<file path="src/rtl/uart_tagq_pkg.sv">
package uart_tagq_pkg;

    typedef enum logic [2:0] {
        RX_IDLE,
        RX_START,
        RX_DATA,
        RX_PAR,
        RX_STOP,
        RX_HOLD
    } rx_state_e;

    typedef enum logic [2:0] {
        TX_IDLE,
        TX_START,
        TX_DATA,
        TX_PAR,
        TX_STOP
    } tx_state_e;

    // One receive queue entry: error tags travel with the byte.
    typedef struct packed {
        logic       brk;
        logic       par;
        logic       frm;
        logic [7:0] data;
    } rx_entry_t;

    localparam logic [1:0] ADDR_DATA = 2'd0;
    localparam logic [1:0] ADDR_STAT = 2'd1;
    localparam logic [1:0] ADDR_MASK = 2'd2;
    localparam logic [1:0] ADDR_IRQ  = 2'd3;

endpackage

</file>
<file path="src/rtl/uart_tagq_fifo.sv">
module uart_tagq_fifo #(
    parameter int W     = 8,
    parameter int DEPTH = 16
) (
    input  logic                       clk,
    input  logic                       rst_n,
    input  logic                       push,
    input  logic [W-1:0]               din,
    input  logic                       pop,
    output logic [W-1:0]               dout,
    output logic [$clog2(DEPTH):0]     count,
    output logic                       full,
    output logic                       empty
);
    localparam int AW = $clog2(DEPTH);
    localparam int CW = AW + 1;

    logic [W-1:0]  mem [DEPTH];
    logic [AW-1:0] wp_q, rp_q;
    logic [CW-1:0] cnt_q;
    logic          do_push, do_pop;

    assign full    = (cnt_q == CW'(DEPTH));
    assign empty   = (cnt_q == '0);
    assign do_push = push && !full;
    assign do_pop  = pop && !empty;
    assign dout    = mem[rp_q];
    assign count   = cnt_q;

    always_ff @(posedge clk) begin
        if (do_push) mem[wp_q] <= din;
    end

    always_ff @(posedge clk or negedge rst_n) begin
        if (!rst_n) begin
            wp_q  <= '0;
            rp_q  <= '0;
            cnt_q <= '0;
        end else begin
            if (do_push) wp_q <= (wp_q == AW'(DEPTH - 1)) ? '0 : wp_q + 1'b1;
            if (do_pop)  rp_q <= (rp_q == AW'(DEPTH - 1)) ? '0 : rp_q + 1'b1;
            if (do_push && !do_pop)      cnt_q <= cnt_q + 1'b1;
            else if (do_pop && !do_push) cnt_q <= cnt_q - 1'b1;
        end
    end
endmodule

</file>
<file path="src/rtl/uart_tagq_rx.sv">
module uart_tagq_rx
    import uart_tagq_pkg::*;
(
    input  logic      clk,
    input  logic      rst_n,
    input  logic      tick,
    input  logic      rxd_s,
    input  logic      par_en,
    input  logic      par_odd,
    output logic      push,
    output rx_entry_t entry
);
    rx_state_e  state_q, state_d;
    logic [3:0] scnt_q;
    logic [2:0] bidx_q;
    logic [7:0] sh_q;
    logic       pbit_q;
    logic       bit_end, is_brk;

    assign bit_end = tick && (scnt_q == 4'd15);
    assign is_brk  = !rxd_s && (sh_q == 8'h00) && (!par_en || !pbit_q);

    always_ff @(posedge clk or negedge rst_n) begin
        if (!rst_n) state_q <= RX_IDLE;
        else        state_q <= state_d;
    end

    always_comb begin
        state_d = state_q;
        unique case (state_q)
            RX_IDLE:  if (!rxd_s) state_d = RX_START;
            RX_START: if (tick && scnt_q == 4'd7) state_d = rxd_s ? RX_IDLE : RX_DATA;
            RX_DATA:  if (bit_end && bidx_q == 3'd7) state_d = par_en ? RX_PAR : RX_STOP;
            RX_PAR:   if (bit_end) state_d = RX_STOP;
            RX_STOP:  if (bit_end) state_d = rxd_s ? RX_IDLE : RX_HOLD;
            RX_HOLD:  if (rxd_s) state_d = RX_IDLE;
            default:  state_d = RX_IDLE;
        endcase
    end

    // Datapath: tick counter, shifter, and the tagged entry at the stop sample.
    always_ff @(posedge clk or negedge rst_n) begin
        if (!rst_n) begin
            scnt_q <= '0;
            bidx_q <= '0;
            sh_q   <= '0;
            pbit_q <= 1'b0;
            push   <= 1'b0;
            entry  <= '0;
        end else begin
            push <= 1'b0;
            if (state_q != state_d) scnt_q <= '0;
            else if (tick)          scnt_q <= scnt_q + 1'b1;
            unique case (state_q)
                RX_START: bidx_q <= '0;
                RX_DATA: if (bit_end) begin
                    sh_q   <= {rxd_s, sh_q[7:1]};
                    bidx_q <= bidx_q + 1'b1;
                end
                RX_PAR: if (bit_end) pbit_q <= rxd_s;
                RX_STOP: if (bit_end) begin
                    push       <= 1'b1;
                    entry.data <= sh_q;
                    entry.brk  <= is_brk;
                    entry.frm  <= !rxd_s && !is_brk;
                    entry.par  <= !is_brk && par_en && ((^sh_q ^ pbit_q) != par_odd);
                    pbit_q     <= 1'b0;
                end
                default: ;
            endcase
        end
    end
endmodule

</file>
<file path="src/rtl/uart_tagq_tx.sv">
module uart_tagq_tx
    import uart_tagq_pkg::*;
(
    input  logic       clk,
    input  logic       rst_n,
    input  logic       tick,
    input  logic       par_en,
    input  logic       par_odd,
    input  logic       avail,
    input  logic [7:0] din,
    output logic       pop,
    output logic       txd,
    output logic       busy
);
    tx_state_e  state_q, state_d;
    logic [3:0] scnt_q;
    logic [2:0] bidx_q;
    logic [7:0] sh_q;
    logic       pbit_q;
    logic       bit_end;

    assign bit_end = tick && (scnt_q == 4'd15);
    assign pop     = (state_q == TX_IDLE) && avail;
    assign busy    = (state_q != TX_IDLE);

    always_ff @(posedge clk or negedge rst_n) begin
        if (!rst_n) state_q <= TX_IDLE;
        else        state_q <= state_d;
    end

    always_comb begin
        state_d = state_q;
        unique case (state_q)
            TX_IDLE:  if (avail) state_d = TX_START;
            TX_START: if (bit_end) state_d = TX_DATA;
            TX_DATA:  if (bit_end && bidx_q == 3'd7) state_d = par_en ? TX_PAR : TX_STOP;
            TX_PAR:   if (bit_end) state_d = TX_STOP;
            TX_STOP:  if (bit_end) state_d = TX_IDLE;
            default:  state_d = TX_IDLE;
        endcase
    end

    always_comb begin
        unique case (state_q)
            TX_START: txd = 1'b0;
            TX_DATA:  txd = sh_q[0];
            TX_PAR:   txd = pbit_q;
            default:  txd = 1'b1;
        endcase
    end

    always_ff @(posedge clk or negedge rst_n) begin
        if (!rst_n) begin
            scnt_q <= '0;
            bidx_q <= '0;
            sh_q   <= '0;
            pbit_q <= 1'b0;
        end else begin
            if (state_q != state_d) scnt_q <= '0;
            else if (tick)          scnt_q <= scnt_q + 1'b1;
            if (pop) begin
                sh_q   <= din;
                pbit_q <= ^din ^ par_odd;
                bidx_q <= '0;
            end else if (state_q == TX_DATA && bit_end) begin
                sh_q   <= {1'b0, sh_q[7:1]};
                bidx_q <= bidx_q + 1'b1;
            end
        end
    end
endmodule

</file>
<file path="src/rtl/uart_tagq.sv">
module uart_tagq
    import uart_tagq_pkg::*;
#(
    parameter int DEPTH   = 16,
    parameter int DIVW    = 12,
    parameter int DEF_DIV = 27
) (
    input  logic            clk,
    input  logic            rst_n,
    input  logic            bus_sel,
    input  logic            bus_wr,
    input  logic            bus_rd,
    input  logic [1:0]      bus_addr,
    input  logic [DIVW+1:0] bus_wdata,
    output logic [10:0]     bus_rdata,
    input  logic            rxd,
    output logic            txd,
    input  logic            cts,
    input  logic            dcd,
    input  logic            dsr,
    output logic [3:0]      irq_vec,
    output logic            irq_any
);
    localparam int CW   = $clog2(DEPTH) + 1;
    localparam int HALF = DEPTH / 2;
    localparam int EW   = $bits(rx_entry_t);

    logic [DIVW-1:0] div_q, bcnt_q, div_eff;
    logic            pen_q, podd_q, tick;
    logic [3:0]      mask_q, irq_raw;
    logic            rx_s1, rx_s2;
    logic [2:0]      ms_s1, ms_s2, ms_prev;
    logic            ms_q, err_q, ovr_q;

    logic            wr_acc, clr_err, clr_ms, rx_pop, tx_push, tx_pop, tx_busy;
    logic            rx_push_req, rx_full, rx_empty, tx_full, tx_empty;
    rx_entry_t       rx_entry;
    logic [EW-1:0]   rx_dout;
    logic [7:0]      tx_dout;
    logic [CW-1:0]   rx_count, tx_count;

    assign wr_acc  = bus_sel && bus_wr;
    assign tx_push = wr_acc && bus_addr == ADDR_DATA;
    assign rx_pop  = bus_sel && bus_rd && bus_addr == ADDR_DATA;
    assign clr_err = wr_acc && bus_addr == ADDR_IRQ && bus_wdata[3];
    assign clr_ms  = wr_acc && bus_addr == ADDR_IRQ && bus_wdata[2];

    // Baud tick: one pulse every div clocks (0 treated as 1).
    assign div_eff = (div_q == '0) ? DIVW'(1) : div_q;
    assign tick    = (bcnt_q >= div_eff - 1'b1);

    always_ff @(posedge clk or negedge rst_n) begin
        if (!rst_n) begin
            div_q  <= DIVW'(DEF_DIV);
            pen_q  <= 1'b0;
            podd_q <= 1'b0;
            mask_q <= '0;
            bcnt_q <= '0;
            rx_s1  <= 1'b1;
            rx_s2  <= 1'b1;
            ms_s1  <= '0;
            ms_s2  <= '0;
            ms_prev <= '0;
            ms_q   <= 1'b0;
            err_q  <= 1'b0;
            ovr_q  <= 1'b0;
        end else begin
            bcnt_q <= tick ? '0 : bcnt_q + 1'b1;
            if (wr_acc && bus_addr == ADDR_STAT) begin
                div_q  <= bus_wdata[DIVW-1:0];
                pen_q  <= bus_wdata[DIVW];
                podd_q <= bus_wdata[DIVW+1];
            end
            if (wr_acc && bus_addr == ADDR_MASK) mask_q <= bus_wdata[3:0];
            rx_s1   <= rxd;
            rx_s2   <= rx_s1;
            ms_s1   <= {dsr, dcd, cts};
            ms_s2   <= ms_s1;
            ms_prev <= ms_s2;
            if (ms_s2 != ms_prev) ms_q <= 1'b1;
            else if (clr_ms)      ms_q <= 1'b0;
            if (rx_push_req && rx_full) ovr_q <= 1'b1;
            else if (clr_err)           ovr_q <= 1'b0;
            if (rx_push_req && (rx_full || rx_entry.brk || rx_entry.par || rx_entry.frm))
                err_q <= 1'b1;
            else if (clr_err)
                err_q <= 1'b0;
        end
    end

    uart_tagq_rx rx_i (
        .clk(clk), .rst_n(rst_n), .tick(tick), .rxd_s(rx_s2),
        .par_en(pen_q), .par_odd(podd_q), .push(rx_push_req), .entry(rx_entry)
    );

    uart_tagq_fifo #(.W(EW), .DEPTH(DEPTH)) rxq_i (
        .clk(clk), .rst_n(rst_n), .push(rx_push_req), .din(rx_entry),
        .pop(rx_pop), .dout(rx_dout), .count(rx_count), .full(rx_full), .empty(rx_empty)
    );

    uart_tagq_fifo #(.W(8), .DEPTH(DEPTH)) txq_i (
        .clk(clk), .rst_n(rst_n), .push(tx_push), .din(bus_wdata[7:0]),
        .pop(tx_pop), .dout(tx_dout), .count(tx_count), .full(tx_full), .empty(tx_empty)
    );

    uart_tagq_tx tx_i (
        .clk(clk), .rst_n(rst_n), .tick(tick), .par_en(pen_q), .par_odd(podd_q),
        .avail(!tx_empty), .din(tx_dout), .pop(tx_pop), .txd(txd), .busy(tx_busy)
    );

    assign irq_raw = {err_q, ms_q, (tx_count <= CW'(HALF)), (rx_count >= CW'(HALF))};
    assign irq_vec = irq_raw & mask_q;
    assign irq_any = |irq_vec;

    always_comb begin
        unique case (bus_addr)
            ADDR_DATA: bus_rdata = rx_dout;
            ADDR_STAT: bus_rdata = {3'b000, ms_s2, ovr_q, tx_full, tx_empty, rx_full, rx_empty};
            ADDR_MASK: bus_rdata = {7'b0, mask_q};
            default:   bus_rdata = {7'b0, irq_raw};
        endcase
    end
endmodule

</file>
<file path="config.mk">
export PLATFORM = sky130hd
export DESIGN_NAME = uart_tagq
export DESIGN_NICKNAME = d
export VERILOG_FILES = /design/src/rtl/uart_tagq_pkg.sv /design/src/rtl/uart_tagq_fifo.sv /design/src/rtl/uart_tagq_rx.sv /design/src/rtl/uart_tagq_tx.sv /design/src/rtl/uart_tagq.sv
export SDC_FILE = /design/constraint.sdc
export NUM_CORES = 1
export LEC_CHECK = 0
export BUFFER_PORTS_ARGS = -buffer_cell sky130_fd_sc_hd__buf_4
export CAP_MARGIN = 25
export CELL_PAD_IN_SITES_DETAIL_PLACEMENT = 0
export CELL_PAD_IN_SITES_GLOBAL_PLACEMENT = 2
export CORE_MARGIN = 3
export CORE_UTILIZATION = 40
export CTS_BUF_LIST = sky130_fd_sc_hd__clkbuf_16
export DETAILED_ROUTE_END_ITERATION = 12
export PLACE_DENSITY_LB_ADDON = 0.1
export SKIP_CTS_REPAIR_TIMING = 1
export SLEW_MARGIN = 5
export SYNTH_ARGS = -nofsm -noshare
export SYNTH_HDL_FRONTEND = slang
export SYNTH_SLANG_ARGS = --single-unit
</file>
<file path="constraint.sdc">
create_clock -name clk -period 5.8 [get_ports clk]
set_input_delay 0.29 -clock clk [delete_from_list [all_inputs] [get_ports clk]]
set_output_delay 0.29 -clock clk [all_outputs]
set_load 0.02 [all_outputs]
</file>
# Yosys cells after proc, flatten, opt, wreduce, memory -nomap -nowiden
# Memories as Yosys holds them, arrays and structs flattened.
# Index checks and enable logic that the tools add are counted.
# classes
n_addsub	14
magnitude_cmp	3
eq_ne	30
mux	52
bitwise	3
n_reduce_logical	71
# ops
op	n
$mux W3	16
$pmux W11 S3	1
$mux W4	8
$logic_and A1 B1 Y1	31
$add A4 B1 Y4 const B	6
$eq A4 B4 Y1 const B	6
$mux W12	2
$mux W5	4
$reduce_bool A2 Y1	10
$pmux W3 S6	1
$mux W8	2
$reduce_xor A8 Y1	2
$eq A3 B3 Y1 const B	5
$pmux W3 S5	1
$mux W1	13
$add A12 B1 Y12 const B	1
$eq A3 B2 Y1 const B	4
$ge A12 B12 Y1	1
$logic_not A1 Y1	12
$logic_not A12 Y1	1
$sub A12 B1 Y12 const B	1
$add A5 B1 Y5 const B	2
$eq A5 B5 Y1 const B	2
$logic_not A5 Y1	2
other kinds (24)	39
# word_totals
regBits	120
ramBits	304
input_bits	25
out_inout_bits	17
n_memories	2
# memory_table
name	depth	word_bits	rd	rd_clocked_by_memory_dff	wr	line_no	source
rxq_i.mem	16	11	1	0	1	uart_tagq_fifo.sv:18	logic [W-1:0] mem [DEPTH];
txq_i.mem	16	8	1	0	1	uart_tagq_fifo.sv:18	

# Depth between registers and ports, before layout
# Gate-level depths: netlist of run 1.
# depth
depth_word	10
ltp_mapped	19
ltp_nobuf	18

# Modules after synthesis
# Synthesis of run 1 repeated with hierarchy kept, for this count alone.
# unflattened
cells_unflattened	1209
hier_area_um2	18705.4
# modules_own_cells
mod	n_inst	cells_per_inst	area_per_inst_um2	seq_area_each_um2
uart_tagq_fifo (rxq_i)	1	411	7863.8	5610.4
uart_tagq_fifo (txq_i)	1	344	5810.6	4169.0
uart_tagq	1	208	2367.3	1108.6
uart_tagq_rx	1	147	1581.5	775.7
uart_tagq_tx	1	99	1082.3	475.5

# Worst setup path after synthesis of run 1
# No wires, ideal clock.
# synth_path
path_type	reg-to-reg
from	register div_q[5]
to	register rx_i.entry[0] in the netlist's numbering
setup_time_ps	125
arrival_ps	4050
slack_ps	1625
stages_incl_launch_ff	16
period_less_slack_ps	4175
cell_sequence	dfrtp_1 > or4_1 > nor3_1 > nand3b_1 > or2_2 > nor2b_1 > ha_1 > and2_1 > nand2_1 > xor2_1 > ha_1 > nand4_1 > o31ai_1 > nor3b_1 > buf_2 > mux2_2
# synth_via
elab_chain_len	6
# synth_rtl
item	line_no	source
start, declared	uart_tagq.sv:28	logic [DIVW-1:0] div_q, bcnt_q, div_eff;
start signal, assigned	uart_tagq.sv:54	div_q <= DIVW'(DEF_DIV);
start signal, assigned	uart_tagq.sv:70	div_q <= bus_wdata[DIVW-1:0];
$logic_not A12 Y1	uart_tagq.sv:49	assign div_eff = (div_q == '0) ? DIVW'(1) : div_q;
$mux W12 (*)	uart_tagq.sv:49	
$sub A12 B1 Y12 (*)	uart_tagq.sv:50	assign tick = (bcnt_q >= div_eff - 1'b1);
$ge A12 B12 Y1 (*)	uart_tagq.sv:50	
$logic_and A1 B1 Y1 (*)	uart_tagq_rx.sv:20	assign bit_end = tick && (scnt_q == 4'd15);
$reduce_and A2 Y1 (no source line) (*)	n/a	
end, declared	uart_tagq_rx.sv:11	output rx_entry_t entry
# Mark *: on every way between the ends. The rest lies on a longest branch, timed or not.
# A chain may end at the register's enable or synchronous reset.

# Final worst setup path of run 1
# layout_path
from	register div_q[5]
to	register rx_i.bidx_q[0]
# layout_via
elab_chain_len	7
# layout_rtl
item	line_no	source
$logic_not A12 Y1	uart_tagq.sv:49	
$mux W12 (*)	uart_tagq.sv:49	
$sub A12 B1 Y12 (*)	uart_tagq.sv:50	
$ge A12 B12 Y1 (*)	uart_tagq.sv:50	
$logic_and A1 B1 Y1 (*)	uart_tagq_rx.sv:20	
$ne A2 B1 Y1 (no source line) (*)	n/a	
$reduce_and A2 Y1 (no source line) (*)	n/a	
end signal, assigned	uart_tagq_rx.sv:58	bidx_q <= bidx_q + 1'b1;
end, declared	uart_tagq_rx.sv:15	logic [2:0] bidx_q;
# Marked as above.

==> flow_summary.yaml, run 1 <==
pwr:
  leakage_nw: 7.04
  irDropWorstVdd_mv: 0.212
  powerDensity_mw_per_mm2: 362
  total_power_mw: 7.48
routing:
  drc: 0
  firstDrtPassIters: 4
  routedWlPerCell_um: 21.7
  finalWirelength_um: 38600
  via_count: 9269
  via_per_inst: 5.23
  first_iter_violations: 717
  ant_nets: 0
global_route:
  overflow: 0
  antenna_found_initial: 1
  grt_first_pass_wirelength_um: 59700
  grt_pass1_vias: 9463
  grt_use_total: 0.167
  grt_max_degree: 75
layout:
  drive_gt1_frac: 0.231
  fillerInstances: 3763
  final_core_util: 0.473
  seqCellArea_mm2: 0.0121
  syn_to_final_growth_pct: 15.2
  multi_input_area_mm2: 0.00555
  final_nets: 1218
  n_antenna_cell: 0
run:
  drv_cap: 0
worst_setup_path:
  reg2reg_depth: 15
  endpoint_kind: "flip-flop"
  arrival_ns: 5.04
  r2r-start: "div_q[5]$_DFFE_PN0P_"
  critPathLaunchType: "flip-flop"
  required_ns: 6.23
  cp-endpoint: "rx_i.bidx_q[0]$_DFFE_PN0P_"
  crit_start: "div_q[5]$_DFFE_PN0P_"
  path_class: "reg -> reg"
  reg2reg_slack_ns: 1.19
  path_max_fanout: 23
  r2r_end: "rx_i.bidx_q[0]$_DFFE_PN0P_"
worst_hold_path:
  hold_class: "in -> reg"
  whs_path_depth: 1
floorplan:
  dieWidth_um: 218
  die_h_um: 218
  io_pins: 42
  die_area_mm2: 0.0475
  row_count: 76
  start_util: 0.410
  design.core.area_mm2: 0.0437
synth:
  post-synth-top-area-cell: "edfxtp_1"
  syn_inst: 1068
  synth_enable_flop_cells: 304
  yosys-top-cells-area: "edfxtp_1, dfrtp_1, mux4_2"
  syn_area_mm2: 0.0180
  synth_top_area_frac: 0.509
  synth-seq-cells: 424
  syn_area_per_cell_um2: 16.8
  ys_async_sr_fraction: 0.283
  synthFlopType: "edfxtp_1"
  synth_cell_type_count: 58
  synth_nets: 1137
  ys_seq_area_frac: 0.676
  yosys_warnings: 0
sta:
  rsz0062_at_grt: "no"
  hold_viol_final: 0
  fmax_mhz: 217
  fin_skew_ns: 0.0174
  slew_headroom: 0.285
  drv_slew: 0
  worst_slew_pin_slew_ns: 1.06
  finalSetupTns_ns: 0
  timing.final.crit_period_ns: 4.61
  setup_violations: 0
  post-route-period-util: 0.795
clocking:
  clock_sink_count: 424
  clockBufferDepth: 3
  clk_latency_ns: 0.57
  cts_tree: "yes"
  cts_buffers: 48
  htree_levels: 2
  clk_pin_slew_ns: 0.06
  cts_root_buf: "clkbuf_16"
placement:
  gp_congestion: 0.736
  place.port_buffers: 41
  place_hpwl_um: 24700
run_status:
  status: "complete, no violations"
==> cell type report <==
cell class,instances,area share
Multi-Input combinational cell,567,0.268
Inverter,34,0.00617
Clock inverter,41,0.0162
Tap cell,585,0.0354
Clock buffer,48,0.0581
Sequential cell,424,0.587
Timing Repair Buffer,74,0.0286
==> where the power goes <==
part / switching (mW) / internal, mW
Clock: 1.20 / 1.73
Sequential: 0.257 / 3.38
Combinational: 0.448 / 0.471
Total: 1.90 / 5.58
==> cells in the mapped netlist (all sizes together) (4+ instances only) <==
master and n:
and2 21, a21o 14, nor3 19, clkbuf 26, nand3 24, a221oi 4, dfrtp 114, ha 42
nor4 4, mux2i 17, a22o 7, nand2b 4, nor2b 9, buf 17, xnor2 37, nand2 58
mux2 30, edfxtp 304, and3 14, inv 34, o21ai 36, nand4 10, a21oi 16, dfstp 6
mux4 95, nor2 51, xor2 18
==> critical path: stages, from the launching register on <==
cell,delay (ns)
dfrtp_1,0.42
or4_1,0.57
nor3_1,0.22
nand3b_1,0.12
or2_2,0.32
nor2b_1,0.15
ha_1,0.22
and2_1,0.17
nand2_1,0.07
xor2_1,0.07
ha_1,0.29
nand4_1,0.17
o31ai_4,0.62
nand3_1,0.68
nand3_1,0.26
o21ai_0,0.11
==> metrics by stage <==
stage	hold slack (ns)	instance area, um2	cells	worst slack, ns
finish	0.0487	20700	1773	1.19
global placement	0.341	19000	1672	1.10
detailed placement	0.345	19000	1673	1.11
floorplan	-0.00559	18000	1068	1.62
CTS	-0.251	20600	1762	1.09
global route	0.0310	20700	1773	0.727
==> how the worst min path moves through the flow <==
stage,start,endpoint,slack [ns]
6_report,bus_wdata[4],txq_i.mem[7][4]$_DFFE_PP_,0.05
3_3_place_gp,ms_s1[0]$_DFF_PN0_,ms_s2[0]$_DFF_PN0_,0.34
2_1_floorplan,rst_n,bcnt_q[0]$_DFF_PN0_,-0.006
4_1_cts,rst_n,rxq_i.count[0]$_DFFE_PN0P_,-0.25
3_5_place_dp,ms_s1[0]$_DFF_PN0_,ms_s2[0]$_DFF_PN0_,0.34
5_1_grt,bus_wdata[4],txq_i.mem[7][4]$_DFFE_PP_,0.03
==> routing by layer <==
metal,vias to the layer above,wire length [um],global-route usage,part of all wire
met5,-,0,0,0
met4,0,670,0.0389,0.017
met3,49,1680,0.0311,0.044
met2,168,16600,0.241,0.43
met1,4740,19600,0.265,0.51
li1,4312,-,-,-
==> flip-flops by register name, indices dropped and copies added (netlist names), 4 cells and up <==
| register | flops |
|---|---|
| rxq_i.mem | 176 |
| txq_i.mem | 128 |
| bcnt_q | 12 |
| div_q | 12 |
| rx_i.entry | 11 |
| rx_i.sh_q | 8 |
| tx_i.sh_q | 8 |
| rxq_i.count | 5 |
| txq_i.count | 5 |
| mask_q | 4 |
| rx_i.scnt_q | 4 |
| rxq_i.rp_q | 4 |
| rxq_i.wp_q | 4 |
| tx_i.scnt_q | 4 |
| txq_i.rp_q | 4 |
| txq_i.wp_q | 4 |
==> layout by cell type, fill, tap and decap left out, types with 14 or more instances in the layout <==
cell type  instances
edfxtp_1         304
dfrtp_1          111
mux4_2            84
buf_4             61
nand2_1           58
clkbuf_16         48
nor2_1            43
inv_1             43
ha_1              42
xnor2_1           37
o21ai_0           34
mux2_2            30
nand3_1           24
and2_1            21
xor2_1            18
mux2i_1           17
a21oi_1           16
nor3_1            15
a21o_1            14
and3_1            14
==> cells by family (layout without fill, tap and decap cells) <==
kind of cell / count (synthesis) / after routing / synth area share
flops: 424 / 424 / 0.676
simple gates: 229 / 229 / 0.0631
mux: 142 / 142 / 0.150
compound gates: 97 / 97 / 0.0346
buf+inv: 77 / 197 / 0.0179
xor+xnor: 55 / 55 / 0.0268
fa+ha+maj: 44 / 44 / 0.0315
Power figures use the tool's default switching activity.
==> inputs of run 2 (changes only) <==
==> constraint.sdc (replaced) <==
create_clock -name clk -period 4.4 [get_ports clk]
set_input_delay 0.22 -clock clk [delete_from_list [all_inputs] [get_ports clk]]
set_output_delay 0.22 -clock clk [all_outputs]
set_load 0.02 [all_outputs]
==> run 2 against run 1 <==
  * Non-clock buffer count up 27
  * Cell count up 1.3%
  * Core utilization up 0.38 points
  * Die area unchanged
  * Clock skew down 0.0021 ns
  * Register-to-register slack worse by 0.84 ns
  * Clock power up 26%
  * Critical path type unchanged
  * Critical endpoint is now rx_i.entry[2]$_DFFE_PN0P_
==> flow_summary.yaml, run 2 (synthesis gave the netlist of run 1 again) <==
global_route:
  grt_use_total: 0.170
  overflow: 0
  grt_first_pass_wirelength_um: 60600
  grt_max_degree: 89
  grt_pass1_vias: 9755
  antenna_found_initial: 0
floorplan:
  design.core.area_mm2: 0.0437
  dieWidth_um: 218
  row_count: 76
  start_util: 0.410
  die_area_mm2: 0.0475
  die_h_um: 218
  io_pins: 42
placement:
  gp_congestion: 0.734
  place_area_mm2: 0.0192
  place.port_buffers: 41
  place_hpwl_um: 25400
worst_hold_path:
  hold_class: "in -> reg"
clocking:
  clk_pin_slew_ns: 0.06
  cts_buffers: 47
  cts_root_buf: "clkbuf_16"
  clock_sink_count: 424
  htree_levels: 2
  cts_tree: "yes"
  clockBufferDepth: 3
  clk_latency_ns: 0.56
sta:
  fmax_mhz: 247
  drv_slew: 0
  setup_violations: 0
  worst_slew_pin_slew_ns: 0.899
  timing.final.crit_period_ns: 4.05
  hold_viol_final: 0
  post-route-period-util: 0.921
  rsz0062_at_grt: "no"
  fin_skew_ns: 0.0153
  slew_headroom: 0.401
  finalSetupTns_ns: 0
layout:
  largest_reg_flops: 176
  fillerInstances: 3753
  final_common_cell: "edfxtp_1"
  final_nets: 1244
  design_area_mm2: 0.0208
  drive_gt1_frac: 0.240
  syn_to_final_growth_pct: 16.1
  layout_common_cells: "edfxtp_1, dfrtp_1, mux4_2"
  n_antenna_cell: 0
  largestRegisters: "rxq_i.mem: 176 flops, txq_i.mem: 128 flops"
  largest_register: "rxq_i.mem"
routing:
  via_count: 9397
  routedWlPerCell_um: 21.8
  drc: 0
  ant_nets: 0
  first_iter_violations: 659
  finalWirelength_um: 39100
  via_per_inst: 5.23
  firstDrtPassIters: 5
pwr:
  powerDensity_mw_per_mm2: 466
  irDropWorstVdd_mv: 0.248
  leakage_nw: 7.15
worst_setup_path:
  critPathLaunchType: "flip-flop"
  path_max_fanout: 7
  path_class: "reg -> reg"
  arrival_ns: 4.49
  endpoint_kind: "flip-flop"
  required_ns: 4.84
run_status:
  status: "complete, no violations"
run:
  drv_cap: 0
## run 2: cell types whose count changed in the layout (fill, tap and decap cells not counted), sizes merged
cell / delta
buf: +22
clkinvlp: -2
dlygate4sd3: +4
bufinv: -1
## run 2: final timing paths
kind                                             endpoint  slack (ns)                  from  cells after the start
worst min-delay path            txq_i.mem[0][3]$_DFFE_PP_        0.04          bus_wdata[3]                      1
worst min register to register         ms_s2[0]$_DFF_PN0_        0.35    ms_s1[0]$_DFF_PN0_                      0
min in group asynchronous       rxq_i.rp_q[3]$_DFFE_PN0P_        0.28                 rst_n                      2
worst max-delay path            rx_i.entry[2]$_DFFE_PN0P_        0.35  div_q[5]$_DFFE_PN0P_                     15
worst max register to register  rx_i.entry[2]$_DFFE_PN0P_        0.35  div_q[5]$_DFFE_PN0P_                     15
max in group asynchronous             bcnt_q[4]$_DFF_PN0_        3.03                 rst_n                      3
## run 2: cell type report
class	instances	area (um2)	area share
sequential	424	12100	0.583
multi-input combinational	567	5570	0.267
clock buffer	47	1180	0.0564
timing repair buffer	101	823	0.0395
tap	585	732	0.0351
clock inverter	38	269	0.0129
inverter	34	128	0.00612
## run 2: critical path, cell delays in order, from the launching register on
cell	delay, ns
dfrtp_1	0.38
or4_4	0.55
nor3_4	0.19
nand3b_1	0.11
or2_4	0.26
nor2b_1	0.15
ha_2	0.19
and2_1	0.16
nand2_1	0.07
xor2_1	0.07
ha_1	0.30
nand4_1	0.17
o31ai_4	0.48
nor3b_4	0.34
buf_6	0.18
mux2_2	0.33
## run 2: metrics by stage
stage / instances / power, mW / utilization / setup slack (ns) / hold slack, ns
3_3_place_gp: 1691 / 6.11 / 0.438 / 0.138 / 0.329
3_5_place_dp: 1692 / 6.11 / 0.438 / 0.113 / 0.330
6_report: 1796 / 9.72 / 0.476 / 0.349 / 0.0378
4_1_cts: 1777 / 9.86 / 0.471 / 0.0708 / -0.278
2_1_floorplan: 1068 / 5.67 / - / 0.225 / -0.0756
5_1_grt: 1796 / 10.2 / 0.476 / 0.0654 / 0.0212
## run 2: metal layers
metal,up-vias,wire length [um],global-route usage
met1,4820,19600,0.265
met2,173,16900,0.246
met5,-,0,0
met4,0,927,0.0513
met3,59,1690,0.0270
li1,4345,-,-
## run 2: power breakdown
part           switching, mW  internal (mW)
registers              0.314           4.46
clock network           1.53           2.16
logic                  0.618          0.641
total                   2.46           7.26
